`config.mk`:
```
export PLATFORM = sky130hd
export DESIGN_NAME = dual_issue_interlock
export DESIGN_NICKNAME = d
export VERILOG_FILES = /design/src/rtl/dual_issue_interlock.sv
export SDC_FILE = /design/constraint.sdc
export NUM_CORES = 1
export LEC_CHECK = 0
export BUFFER_PORTS_ARGS = -buffer_cell sky130_fd_sc_hd__buf_2
export CAP_MARGIN = 20
export CORE_UTILIZATION = 34
export CTS_BUF_LIST = sky130_fd_sc_hd__clkbuf_4 sky130_fd_sc_hd__clkbuf_8
export CTS_CLUSTER_SIZE = 16
export DETAILED_ROUTE_END_ITERATION = 8
export PLACE_DENSITY = 0.56
export SETUP_SLACK_MARGIN = 0.2
export SLEW_MARGIN = 20
export SYNTH_ARGS = -nofsm -noshare
export SYNTH_HDL_FRONTEND = slang
export SYNTH_SLANG_ARGS = --single-unit
```
`constraint.sdc`:
```
create_clock -name clk -period 1.99 [get_ports clk]
set_input_delay 0.199 -clock clk [delete_from_list [all_inputs] [get_ports clk]]
set_output_delay 0.199 -clock clk [all_outputs]
set_load 0.02 [all_outputs]
```
`src/rtl/dual_issue_interlock.sv`:
```
module dual_issue_interlock #(
  parameter int REG_W   = 5,
  parameter int DIV_CYC = 8,
  parameter int MUL_CYC = 2,
  parameter int CNT_W   = 16
) (
  input  logic             clk,
  input  logic             rst_n,
  input  logic             s0_valid,
  input  logic [1:0]       s0_cls,
  input  logic [REG_W-1:0] s0_dst,
  input  logic             s1_valid,
  input  logic [1:0]       s1_cls,
  input  logic [REG_W-1:0] s1_src1,
  input  logic [REG_W-1:0] s1_src2,
  input  logic             stall_clr,
  output logic             issue_a,
  output logic             issue_b,
  output logic             stall,
  output logic             mul_busy,
  output logic             div_busy,
  output logic [CNT_W-1:0] stall_count
);
  localparam int LONGEST = (DIV_CYC > MUL_CYC) ? DIV_CYC : MUL_CYC;
  localparam int BW = $clog2(LONGEST) + 1;
  localparam logic [1:0] CL_MUL = 2'd1;
  localparam logic [1:0] CL_DIV = 2'd2;
  localparam logic [BW-1:0] DIV_LD = BW'(DIV_CYC - 1);
  localparam logic [BW-1:0] MUL_LD = BW'(MUL_CYC - 1);
  localparam logic [CNT_W-1:0] CNT_MAX = '1;

  logic [BW-1:0] busy_q;
  logic          busy_div_q;
  logic          busy, s1_long, s1_raw, refuse;

  assign busy     = busy_q != '0;
  assign s1_long  = (s1_cls == CL_MUL) || (s1_cls == CL_DIV);
  assign s1_raw   = (s1_src1 == s0_dst) || (s1_src2 == s0_dst);
  assign refuse   = s1_valid && (s1_long || s1_raw);

  assign issue_a  = s0_valid && !busy;
  assign issue_b  = issue_a && s1_valid && !s1_long && !s1_raw;
  assign stall    = s0_valid && (busy || refuse);
  assign mul_busy = busy && !busy_div_q;
  assign div_busy = busy && busy_div_q;

  always_ff @(posedge clk) begin
    if (!rst_n) begin
      busy_q     <= '0;
      busy_div_q <= 1'b0;
    end else if (busy) begin
      busy_q <= busy_q - 1'b1;
    end else if (issue_a && s0_cls == CL_DIV) begin
      busy_q     <= DIV_LD;
      busy_div_q <= 1'b1;
    end else if (issue_a && s0_cls == CL_MUL) begin
      busy_q     <= MUL_LD;
      busy_div_q <= 1'b0;
    end
  end

  always_ff @(posedge clk) begin
    if (!rst_n || stall_clr)
      stall_count <= '0;
    else if (stall && stall_count != CNT_MAX)
      stall_count <= stall_count + 1'b1;
  end

  a_r1_idle_after_reset: assert property (@(posedge clk)
    $rose(rst_n) |-> (stall_count == '0 && !mul_busy && !div_busy));
  a_r3_b_pipe_single_cycle: assert property (@(posedge clk) disable iff (!rst_n)
    issue_b |-> (issue_a && s1_cls != CL_MUL && s1_cls != CL_DIV));
  a_r4_no_dependent_pair: assert property (@(posedge clk) disable iff (!rst_n)
    issue_b |-> (s1_src1 != s0_dst && s1_src2 != s0_dst));
  a_r6_div_goes_busy: assert property (@(posedge clk) disable iff (!rst_n)
    (DIV_CYC > 1 && issue_a && s0_cls == CL_DIV) |=> div_busy);
  a_r7_mul_goes_busy: assert property (@(posedge clk) disable iff (!rst_n)
    (MUL_CYC > 1 && issue_a && s0_cls == CL_MUL) |=> mul_busy);
  a_r6_hold_while_busy: assert property (@(posedge clk) disable iff (!rst_n)
    (mul_busy || div_busy) |-> (!issue_a && !issue_b));
  a_r8_count_step: assert property (@(posedge clk) disable iff (!rst_n)
    (stall && !stall_clr && stall_count != CNT_MAX) |=> stall_count == $past(stall_count) + 1'b1);
  a_r9_saturate: assert property (@(posedge clk) disable iff (!rst_n)
    (stall_count == CNT_MAX && !stall_clr) |=> stall_count == CNT_MAX);
  a_r10_clear: assert property (@(posedge clk) disable iff (!rst_n)
    stall_clr |=> stall_count == '0);
  a_r11_no_issue_empty: assert property (@(posedge clk) disable iff (!rst_n)
    !s0_valid |-> (!issue_a && !issue_b && !stall));
endmodule

```
==> results of run 1 <==
## repair_timing
| action | CTS | global route |
|---|---|---|
| pin swaps | 6 | 4 |
| setup buffers | 9 | 4 |
| gates cloned | 1 | 0 |
| endpoints found under the setup margin | 6 | 15 |
| endpoints found under the hold margin | 0 | 0 |
| resized for setup | 13 | 13 |
## power by group through the flow
stage,Clock (mW),Sequential (mW),Combinational [mW]
after global placement,0,0.503,0.600
after global routing,0.324,0.501,0.845
after floorplan,0,0.500,0.443
after detailed placement,0,0.507,0.607
final,0.297,0.497,0.756
after CTS,0.303,0.496,0.702
## layout by cell type, fill, tap and decap left out, types with 6 or more instances in the layout
| cell type | n |
|---|---|
| nand2_1 | 13 |
| dfxtp_1 | 11 |
| buf_2 | 42 |
| nand3_1 | 13 |
| buf_4 | 18 |
| xnor2_1 | 6 |
| o21ai_0 | 7 |
| a21oi_1 | 14 |
| dfxtp_4 | 6 |
| nor2_1 | 6 |
| nand4_1 | 6 |
| xor2_1 | 7 |
## flip-flops by register name (all words and copies together), names as in the netlist
name / flops
busy_q: 4
stall_count: 16
busy_div_q: 1
## logic make-up (layout without fill, tap and decap cells)
logic type	Yosys count	after routing	share of synthesized area, %
compound gates	40	40	18.29
xor+xnor	13	13	8.364
fa+ha+maj	3	3	2.758
buf+inv	12	70	3.951
flops	21	21	30.88
mux	2	2	1.471
simple gates	81	82	34.28
## layer usage
metal	share of wire [%]	vias to the layer above	global-route usage, %
li1	-	760	-
met1	43	711	22.91
met2	52	31	32.86
met3	3.4	8	5.382
met4	1.6	0	10.05
met5	0	-	0
## worst min path at each step
stage / startpoint / slack [ps] / cells past startpoint / end
floorplan: rst_n / 320 / 1 / busy_q[2]$_SDFFE_PN0P_
global placement: stall_count[4]$_SDFFE_PP0P_ / 470 / 2 / stall_count[4]$_SDFFE_PP0P_
detailed placement: stall_count[8]$_SDFFE_PP0P_ / 480 / 2 / stall_count[8]$_SDFFE_PP0P_
CTS: rst_n / 220 / 2 / busy_q[2]$_SDFFE_PN0P_
global route: rst_n / 230 / 2 / busy_q[2]$_SDFFE_PN0P_
finish: rst_n / 230 / 2 / busy_q[2]$_SDFFE_PN0P_
## worst register-to-register path, delay by kind of cell (launching register included)
family           cells  cell delay [ps]
AO/OA/AOI/OAI        2              490
flip-flops           1              380
AND/OR/NAND/NOR      4              860
## area by class of cell
cell class                 instances  area [um2]  area share, %
timing repair buffer              60       345.3          18.10
sequential                        21       447.9          23.48
clock buffer                       4       48.80          2.557
multi-input combinational        140       983.4          51.54
inverter                           6       22.52          1.180
tap                               48       60.06          3.148
## metrics by stage
stage          cell area, um2  setup slack [ps]  power, mW
6_report                 1908             181.7      1.551
5_1_grt                  1908             139.2      1.669
4_1_cts                  1826             139.3      1.501
3_5_place_dp             1669             106.5      1.114
3_3_place_gp             1669             172.0      1.103
2_1_floorplan            1399             203.8     0.9435
==> impl_metrics.csv, run 1 <==
group,metric,value,unit
sta,final_max_slew_viol_count,0,
synth,syn_nets,199,
synth,avgSynthCellArea,7.915,um2
clock_tree,cts_hold_buf,0,
clock_tree,numCtsBuffers,3,
floorplan,die_y,65.28,um
synth,synth.area.top_cells,"dfxtp_1 (31%), a21oi_1 (5.5%), nand3_1 (4.8%)",
synth,synth_top_area_share,30.88,%
sta,rsz0062_at_grt,"true",
worst_setup_path,cp-endpoint,"stall_count[15]$_SDFFE_PP0P_",
synth,yosysWarnings,0,
worst_setup_path,cp_slowest_cell,"or4b_4",
cells_and_area,final_util,50.97,%
worst_setup_path,critPathKind,"reg -> reg",
cells_and_area,finalNetCount,259,
synth,ys_ff_latch,21,
worst_setup_path,reg2reg_depth,6,
floorplan,die_w,65.28,um
power,p_clk_share,19.2,%
synth,synth_top_area_cell,"dfxtp_1",
drt,drt_iter0_markers,95,
worst_setup_path,max_stage_delay,470,ps
drt,dr_total_vias,1510,
grt,grt_max_degree,15,
floorplan,die_area,4261,um2
sta,worst_hold_slack,226.2,ps
drt,wl,3926,um
clock_tree,root_buffer,"clkbuf_8",
clock_tree,h-tree-depth,1,
grt,grtUsageTotal,19.71,%
power,power.density,812.8,nW/um2
power,power.net_switching,0.6246,mW
placed_design,place_inst,261,
placed_design,dpl.hpwl,2705,um
grt,grt_pass1_wl,6492,um
sta,slew_headroom,60.39,%
sta,max_freq,553.0,MHz
placed_design,place_congestion,0.8583,
floorplan,core_area,3744,um2
clock_tree,cts_sinks,21,
synth,synth_common_cells,"dfxtp_1 (21), a21oi_1 (15), nand2_1 (15), nand3_1 (13), nor2_1 (8)",
synth,synth.distinct_cells,40,
grt,antenna_found_initial,0,
power,seqPwrFrac,32.0,%
drt,via_per_inst,5.412,
power,p_leak,0.8138,nW
sta,finalHoldViolations,0,
placed_design,port_buffers,44,
synth,postSynthCellCount,172,
sta,setup_tns,0,ps
worst_setup_path,r2r_start,"stall_count[6]$_SDFFE_PP0P_",
drt,drc,0,
sta,final-setup-viol-count,0,
grt,gr-total-overflow,0,
power,vdd_drop_max,660.1,uV
status,outcome,"finished clean",
sta,skew,12.86,ps
worst_setup_path,rrSetupSlack,180,ps
cells_and_area,stdcell_count,279,
synth,ys_async_sr_fraction,0,%
worst_setup_path,crit_required,2180,ps
sta,finalCriticalPeriod,1808,ps
grt,grt_pass1_vias,1458,
worst_setup_path,cp.depth,6,
synth,netlist_area,1361,um2
floorplan,initial_utilization,36.36,%
synth,synth_edf_count,0,
worst_setup_path,path_buf_inv,0,
power,power_frac_comb,48.8,%
clock_tree,clk_path_buf_depth,2,
worst_hold_path,hp-class,"in -> reg",
synth,synth.most_common_cell,"dfxtp_1",
worst_setup_path,startpoint,"stall_count[6]$_SDFFE_PP0P_",
worst_setup_path,critical_path.top_delay_family,"simple AND/OR/NAND/NOR gates",
drt,first_pass_iters,4,
worst_setup_path,crit_arrival,2000,ps
worst_setup_path,path_max_fanout,7,
worst_setup_path,cp_cell_sequence,"and4_4 -> nand2_2 -> a311o_1 -> nor2_2 -> or4b_4 -> a21oi_2",
floorplan,io_pins,45,
worst_setup_path,r2r_end,"stall_count[15]$_SDFFE_PP0P_",
power,switching_share,40.27,%
power,p_int,0.9263,mW
clock_tree,cts_tree,"done",
worst_setup_path,crit_path_end_kind,"register",
clock_tree,clk_pin_slew,80,ps
flow_run,maxCapViolCount,0,
cells_and_area,fillCellCount,404,
synth,synth_flop_cell,"dfxtp_1",
cells_and_area,diodes,0,
sta,worst_slew_pin_slew,593.0,ps
clock_tree,insertion_delay,260,ps
cells_and_area,drive_above_1_share,41.99,%
synth,synth-seq-area-share,30.88,%
drt,postRouteAntennaNets,0,
sta,fin_crit_sh,90.87,%
floorplan,rows,22,
cells_and_area,areaGrowthSynthToFinish,40.17,%
drt,routedWlPerCell,14.07,um
worst_setup_path,crit_path_start_kind,"register",
No activity file was read; power rests on OpenSTA's default activity.
==> run 2: changes to the inputs <==
Clock period 1.99 ns to 1.8 ns, I/O delays scaled along.
==> run 2 against run 1 <==
The run now ends with setup timing left. Sequential power rose by 12%. Register-to-register slack got worse by 200 ps. Clock skew fell by 8.3 ps. Critical path type unchanged. Fmax fell by 0.77%. Largest cell class unchanged. Via count rose by 9.1%. Highest routed layer unchanged. Critical endpoint unchanged. Cell area rose by 22%. Setup slack got worse by 200 ps.
==> impl_metrics.csv, run 2 (synthesized netlist as in run 1, its figures left out) <==
group,metric,value,unit
status,outcome,"complete, but fails checks",
status,violations,"setup timing",
worst_setup_path,crit_required,2000,ps
grt,grt_pass1_wl,6879,um
cells_and_area,largest_reg_flops,16,
floorplan,die_w,65.28,um
clock_tree,cts_tree,"done",
sta,finalCriticalPeriod,1822,ps
sta,setup_tns,-22.24,ps
sta,slew_headroom,68.65,%
clock_tree,h-tree-depth,1,
worst_setup_path,startpoint,"stall_count[14]$_SDFFE_PP0P_",
clock_tree,numCtsBuffers,3,
floorplan,die_area,4261,um2
sta,final_max_slew_viol_count,0,
drt,drc,0,
worst_hold_path,min_from,"rst_n",
worst_setup_path,crit_arrival,2030,ps
grt,gr-total-overflow,0,
drt,postRouteAntennaNets,0,
drt,first_pass_iters,4,
cells_and_area,drive_above_1_share,57.92,%
drt,drt_iter0_markers,76,
clock_tree,clk_path_buf_depth,2,
floorplan,die_y,65.28,um
cells_and_area,diodes,0,
sta,worst_slew_pin_slew,470.2,ps
grt,antenna_found_initial,0,
drt,routedWlPerCell,14.23,um
cells_and_area,final_common_cell,"buf_2",
sta,setup_ws,-22.24,ps
sta,skew,4.568,ps
clock_tree,clk_pin_slew,80,ps
grt,grtUsageTotal,20.69,%
clock_tree,insertion_delay,270,ps
floorplan,core_area,3744,um2
worst_setup_path,r2r_start,"stall_count[14]$_SDFFE_PP0P_",
cells_and_area,fillCellCount,333,
sta,finalHoldViolations,0,
floorplan,rows,22,
worst_setup_path,cp_slowest_cell,"or4b_1",
sta,fin_crit_sh,101.2,%
cells_and_area,finalNetCount,287,
cells_and_area,reg_top3,"stall_count x16, busy_q x4, busy_div_q x1",
power,power.density,953.0,nW/um2
drt,wl,4369,um
worst_setup_path,cp_cell_sequence,"and4_1 -> a311o_1 -> nor2_2 -> or4b_1 -> a21oi_2",
cells_and_area,most-common-layout-cells,"buf_2 (40), buf_4 (35), buf_6 (12)",
clock_tree,root_buffer,"clkbuf_8",
worst_setup_path,max_stage_delay,470,ps
worst_setup_path,crit_path_end_kind,"register",
placed_design,dpl.hpwl,2934,um
placed_design,port_buffers,44,
drt,via_per_inst,5.365,
cells_and_area,top_register,"stall_count",
flow_run,maxCapViolCount,0,
power,p_leak,1.001,nW
worst_setup_path,path_max_fanout,6,
sta,rsz0062_at_grt,"true",
cells_and_area,areaGrowthSynthToFinish,71.69,%
grt,grt_pass1_vias,1539,
placed_design,place_congestion,0.8409,
sta,worst_hold_slack,188.8,ps
worst_hold_path,hp-class,"in -> reg",
grt,grt_max_degree,12,
drt,dr_total_vias,1647,
sta,final-setup-viol-count,1,
worst_setup_path,crit_path_start_kind,"register",
sta,max_freq,548.8,MHz
power,vdd_drop_max,613.7,uV
floorplan,io_pins,45,
floorplan,initial_utilization,36.36,%
clock_tree,cts_sinks,21,
worst_setup_path,critPathKind,"reg -> reg",
==> run 2: cell count changes in the layout (fill, tap and decap cells not counted), moves of 4 or more <==
cell and change:
nand3_1 -6, buf_4 +17, buf_6 +12, a21oi_1 -4
nand3_2 +4, a21oi_2 +4
==> run 2: critical path: cells and delay by family, from the launching register on <==
family           cells  cell delay [ps]
flip-flops           1              380
AND/OR/NAND/NOR      3              840
AO/OA/AOI/OAI        2              530
==> run 2: path summary, 6_finish.rpt <==
check / slack, ps / cells past startpoint / end
setup / recovery: -20 / 5 / stall_count[15]$_SDFFE_PP0P_
hold / removal: 190 / 2 / busy_q[2]$_SDFFE_PN0P_
setup reg to reg: -20 / 5 / stall_count[15]$_SDFFE_PP0P_
hold reg to reg: 550 / 2 / stall_count[5]$_SDFFE_PP0P_
==> run 2: layer usage <==
| layer | part of all wire (%) | up-vias | GRT usage [%] |
|---|---|---|---|
| met1 | 46 | 769 | 27.54 |
| met3 | 4.4 | 9 | 2.604 |
| li1 | - | 810 | - |
| met5 | 0 | - | 0 |
| met2 | 47 | 59 | 33.12 |
| met4 | 2.2 | 0 | 9.239 |
==> run 2: power breakdown <==
part | internal [mW] | total [mW] | leakage (nW) | switching (mW)
logic | 0.695 | 1.33 | 0.797 | 0.632
registers | 0.508 | 0.557 | 0.177 | 0.0484
clock network | 0.173 | 0.344 | 0.0262 | 0.170
==> run 2: what timing repair did <==
item,4_1_cts,5_1_grt
resized for setup,28,30
buffers inserted,26,5
pin swaps,17,11
hold buffers,0,0
setup endpoints to repair,19,21
==> run 2: layout make-up <==
cell class,instances,area (um2),area share [%]
clock buffers,4,48.80,2.088
inverters,6,25.02,1.071
multi-input cells,139,1119,47.86
flip-flops and latches,21,451.7,19.33
well taps,48,60.06,2.570
repair buffers,89,633.1,27.09
==> run 2: metrics by stage <==
stage                     area, um2  setup slack [ps]  total power, mW  std cells  util (%)
after floorplan                1456             16.56            1.096        172         -
after global placement         1818             55.81            1.339        272     48.56
after detailed placement       1818            -3.475            1.364        272     48.56
after CTS                      2177             30.35            2.047        302     58.16
after global routing           2337            -71.93            2.359        307     62.43
final                          2337            -22.24            2.227        307     62.43
==> run 3: changes to the inputs <==
Settings changed: ABC_AREA set to 1, PLACE_DENSITY 0.56 to 0.54.
==> run 3 against run 2 <==
The flow now finishes without violations. Via count up 5.0%. Fmax is 20% higher. Worst hold slack lost 35 ps. Clock power is essentially flat. Global-route usage decreased by 4.7 points. Non-clock buffer count is 25 lower. Routed wire length shrank 12%. First-iteration DRC count is the same. Highest routed layer unchanged.
==> impl_metrics.csv, run 3 <==
group,metric,value,unit
sta,rsz0062_at_grt,"true",
floorplan,core_area,4384,um2
status,outcome,"finished clean",
drt,first_pass_iters,4,
sta,slew_headroom,80.17,%
sta,setup_ws,278.8,ps
worst_setup_path,r2r_end,"stall_count[8]$_SDFFE_PP0P_",
sta,worst_hold_slack,153.3,ps
placed_design,placed_cell_area,1911,um2
grt,grt_pass1_wl,6506,um
synth,synth.most_common_cell,"nand2_1",
floorplan,die_y,69.74,um
power,power.density,787.9,nW/um2
cells_and_area,fillCellCount,460,
synth,ys_async_sr_fraction,0,%
grt,grt_pass1_vias,1547,
synth,synth-seq-area-share,26.94,%
clock_tree,numCtsBuffers,3,
synth,synth_top_area_share,26.94,%
drt,wl,3834,um
power,p_leak,1.076,nW
clock_tree,cts_sinks,21,
placed_design,place_inst,369,
grt,grt_busiest_layer,"met2",
cells_and_area,top_register,"stall_count",
worst_setup_path,path_max_fanout,7,
placed_design,dpl.hpwl,2688,um
sta,final_max_slew_viol_count,0,
worst_setup_path,crit_path_end_kind,"output pin",
floorplan,io_pins,45,
grt,antenna_found_initial,0,
grt,gr-total-overflow,0,
sta,finalCriticalPeriod,1521,ps
clock_tree,insertion_delay,270,ps
drt,postRouteAntennaNets,0,
floorplan,die_area,4864,um2
cells_and_area,most-common-layout-cells,"nand2_1 (65), inv_1 (57), buf_2 (41)",
clock_tree,h-tree-depth,1,
worst_setup_path,rrSetupSlack,280,ps
worst_hold_path,min_from,"rst_n",
grt,use_met3,1.308,%
cells_and_area,final_common_cell,"nand2_1",
clock_tree,clk_pin_slew,80,ps
cells_and_area,finalNetCount,356,
synth,syn_nets,295,
synth,ys_ff_latch,21,
worst_setup_path,crit_arrival,1340,ps
sta,skew,5.883,ps
sta,fin_crit_sh,84.51,%
synth,synth.area.top_cells,"dfxtp_1 (27%), nand2_1 (16%), inv_1 (14%)",
grt,grt_max_degree,31,
placed_design,port_buffers,44,
drt,dr_total_vias,1730,
placed_design,preCtsSetupSlack,88.25,ps
sta,final-setup-viol-count,0,
sta,finalHoldViolations,0,
clock_tree,root_buffer,"clkbuf_8",
worst_hold_path,hp-class,"in -> reg",
cells_and_area,stdcell_count,380,
synth,yosysWarnings,0,
grt,grtUsageTotal,16.02,%
cells_and_area,final_cell_area,2133,um2
worst_setup_path,crit_path_start_kind,"register",
cells_and_area,diodes,0,
cells_and_area,largest_reg_flops,16,
floorplan,initial_utilization,35.59,%
drt,via_per_inst,4.553,
synth,synth.distinct_cells,27,
sta,setup_tns,0,ps
synth,avgSynthCellArea,5.822,um2
clock_tree,cts_hold_buf,0,
worst_hold_path,whs_path_depth,3,
cells_and_area,areaGrowthSynthToFinish,36.73,%
cells_and_area,final_util,48.66,%
synth,synth_edf_count,0,
floorplan,rows,24,
grt,grt_use_met2,26.21,%
synth,synth_common_cells,"nand2_1 (67), inv_1 (60), nor2_1 (34), nand3_1 (22)",
power,vdd_drop_max,496.7,uV
grt,grt_util_met1,22.51,%
synth,synth_flop_cell,"dfxtp_1",
synth,postSynthCellCount,268,
worst_hold_path,min_to,"busy_q[0]$_SDFFE_PN0P_",
worst_setup_path,reg2reg_depth,11,
clock_tree,clk_path_buf_depth,2,
sta,max_freq,657.4,MHz
placed_design,place_congestion,0.7711,
clock_tree,cts_tree,"done",
synth,synth_top_area_cell,"dfxtp_1",
floorplan,die_w,69.74,um
drt,routedWlPerCell,10.09,um
drt,drc,0,
worst_setup_path,r2r_start,"stall_count[1]$_SDFFE_PP0P_",
worst_setup_path,critPathKind,"reg -> out",
flow_run,maxCapViolCount,0,
synth,netlist_area,1560,um2
drt,drt_iter0_markers,76,
cells_and_area,reg_top3,"stall_count x16, busy_q x4, busy_div_q x1",
sta,worst_slew_pin_slew,297.5,ps
power,power,1.681,mW
worst_setup_path,crit_required,1620,ps
cells_and_area,drive_above_1_share,30.49,%
-- run 3: cells by family after synthesis --
| kind of cell | synth area share [%] |
|---|---|
| AOI/OAI and AO/OA | 3.770 |
| xor gates and xnor gates | 2.807 |
| adders and majority gates | 2.406 |
| buffers and inverters | 17.72 |
| DFF | 26.94 |
| and+or+nand+nor | 46.35 |
-- run 3: report_power, final --
part	switching, mW	internal, mW
clock	0.173	0.173
sequential	0.0456	0.517
combinational	0.443	0.330
total	0.661	1.02
-- run 3: layer usage --
metal | wire, um | vias to the layer above
li1 | - | 949
met1 | 1896 | 746
met2 | 1794 | 31
met3 | 100 | 4
met4 | 42 | 0
met5 | 0 | -
-- run 3: worst max path at each step --
stage	start	to	cells past startpoint
floorplan	busy_q[0]$_SDFFE_PN0P_	stall	5
global placement	stall_count[1]$_SDFFE_PP0P_	stall_count[15]$_SDFFE_PP0P_	11
detailed placement	stall_count[1]$_SDFFE_PP0P_	stall_count[15]$_SDFFE_PP0P_	11
CTS	stall_count[1]$_SDFFE_PP0P_	stall_count[8]$_SDFFE_PP0P_	11
global route	stall_count[1]$_SDFFE_PP0P_	stall_count[15]$_SDFFE_PP0P_	11
finish	busy_q[0]$_SDFFE_PN0P_	div_busy	7
-- run 3: repair_timing --
| action | CTS | global route |
|---|---|---|
| setup buffers | 2 | 5 |
| cloned | 0 | 0 |
| setup endpoints to repair | 10 | 21 |
| pin swaps | 0 | 5 |
| gates resized for setup | 9 | 27 |
-- run 3: worst max-delay path, cell delays in order (launching register included) --
cell and delay, ps:
dfxtp_2 360, inv_4 50, ha_4 150, nand2_2 90, inv_4 40, buf_4 150
nor2_1 80, buf_4 140
-- run 3: layout make-up --
class,count,area [um2],share of cell area [%]
flip-flops and latches,21,432.9,20.29
well taps,52,65.06,3.050
clock buffers,4,48.80,2.287
multi-input cells,178,958.4,44.93
inverters,61,234.0,10.97
repair buffers,64,394.1,18.48
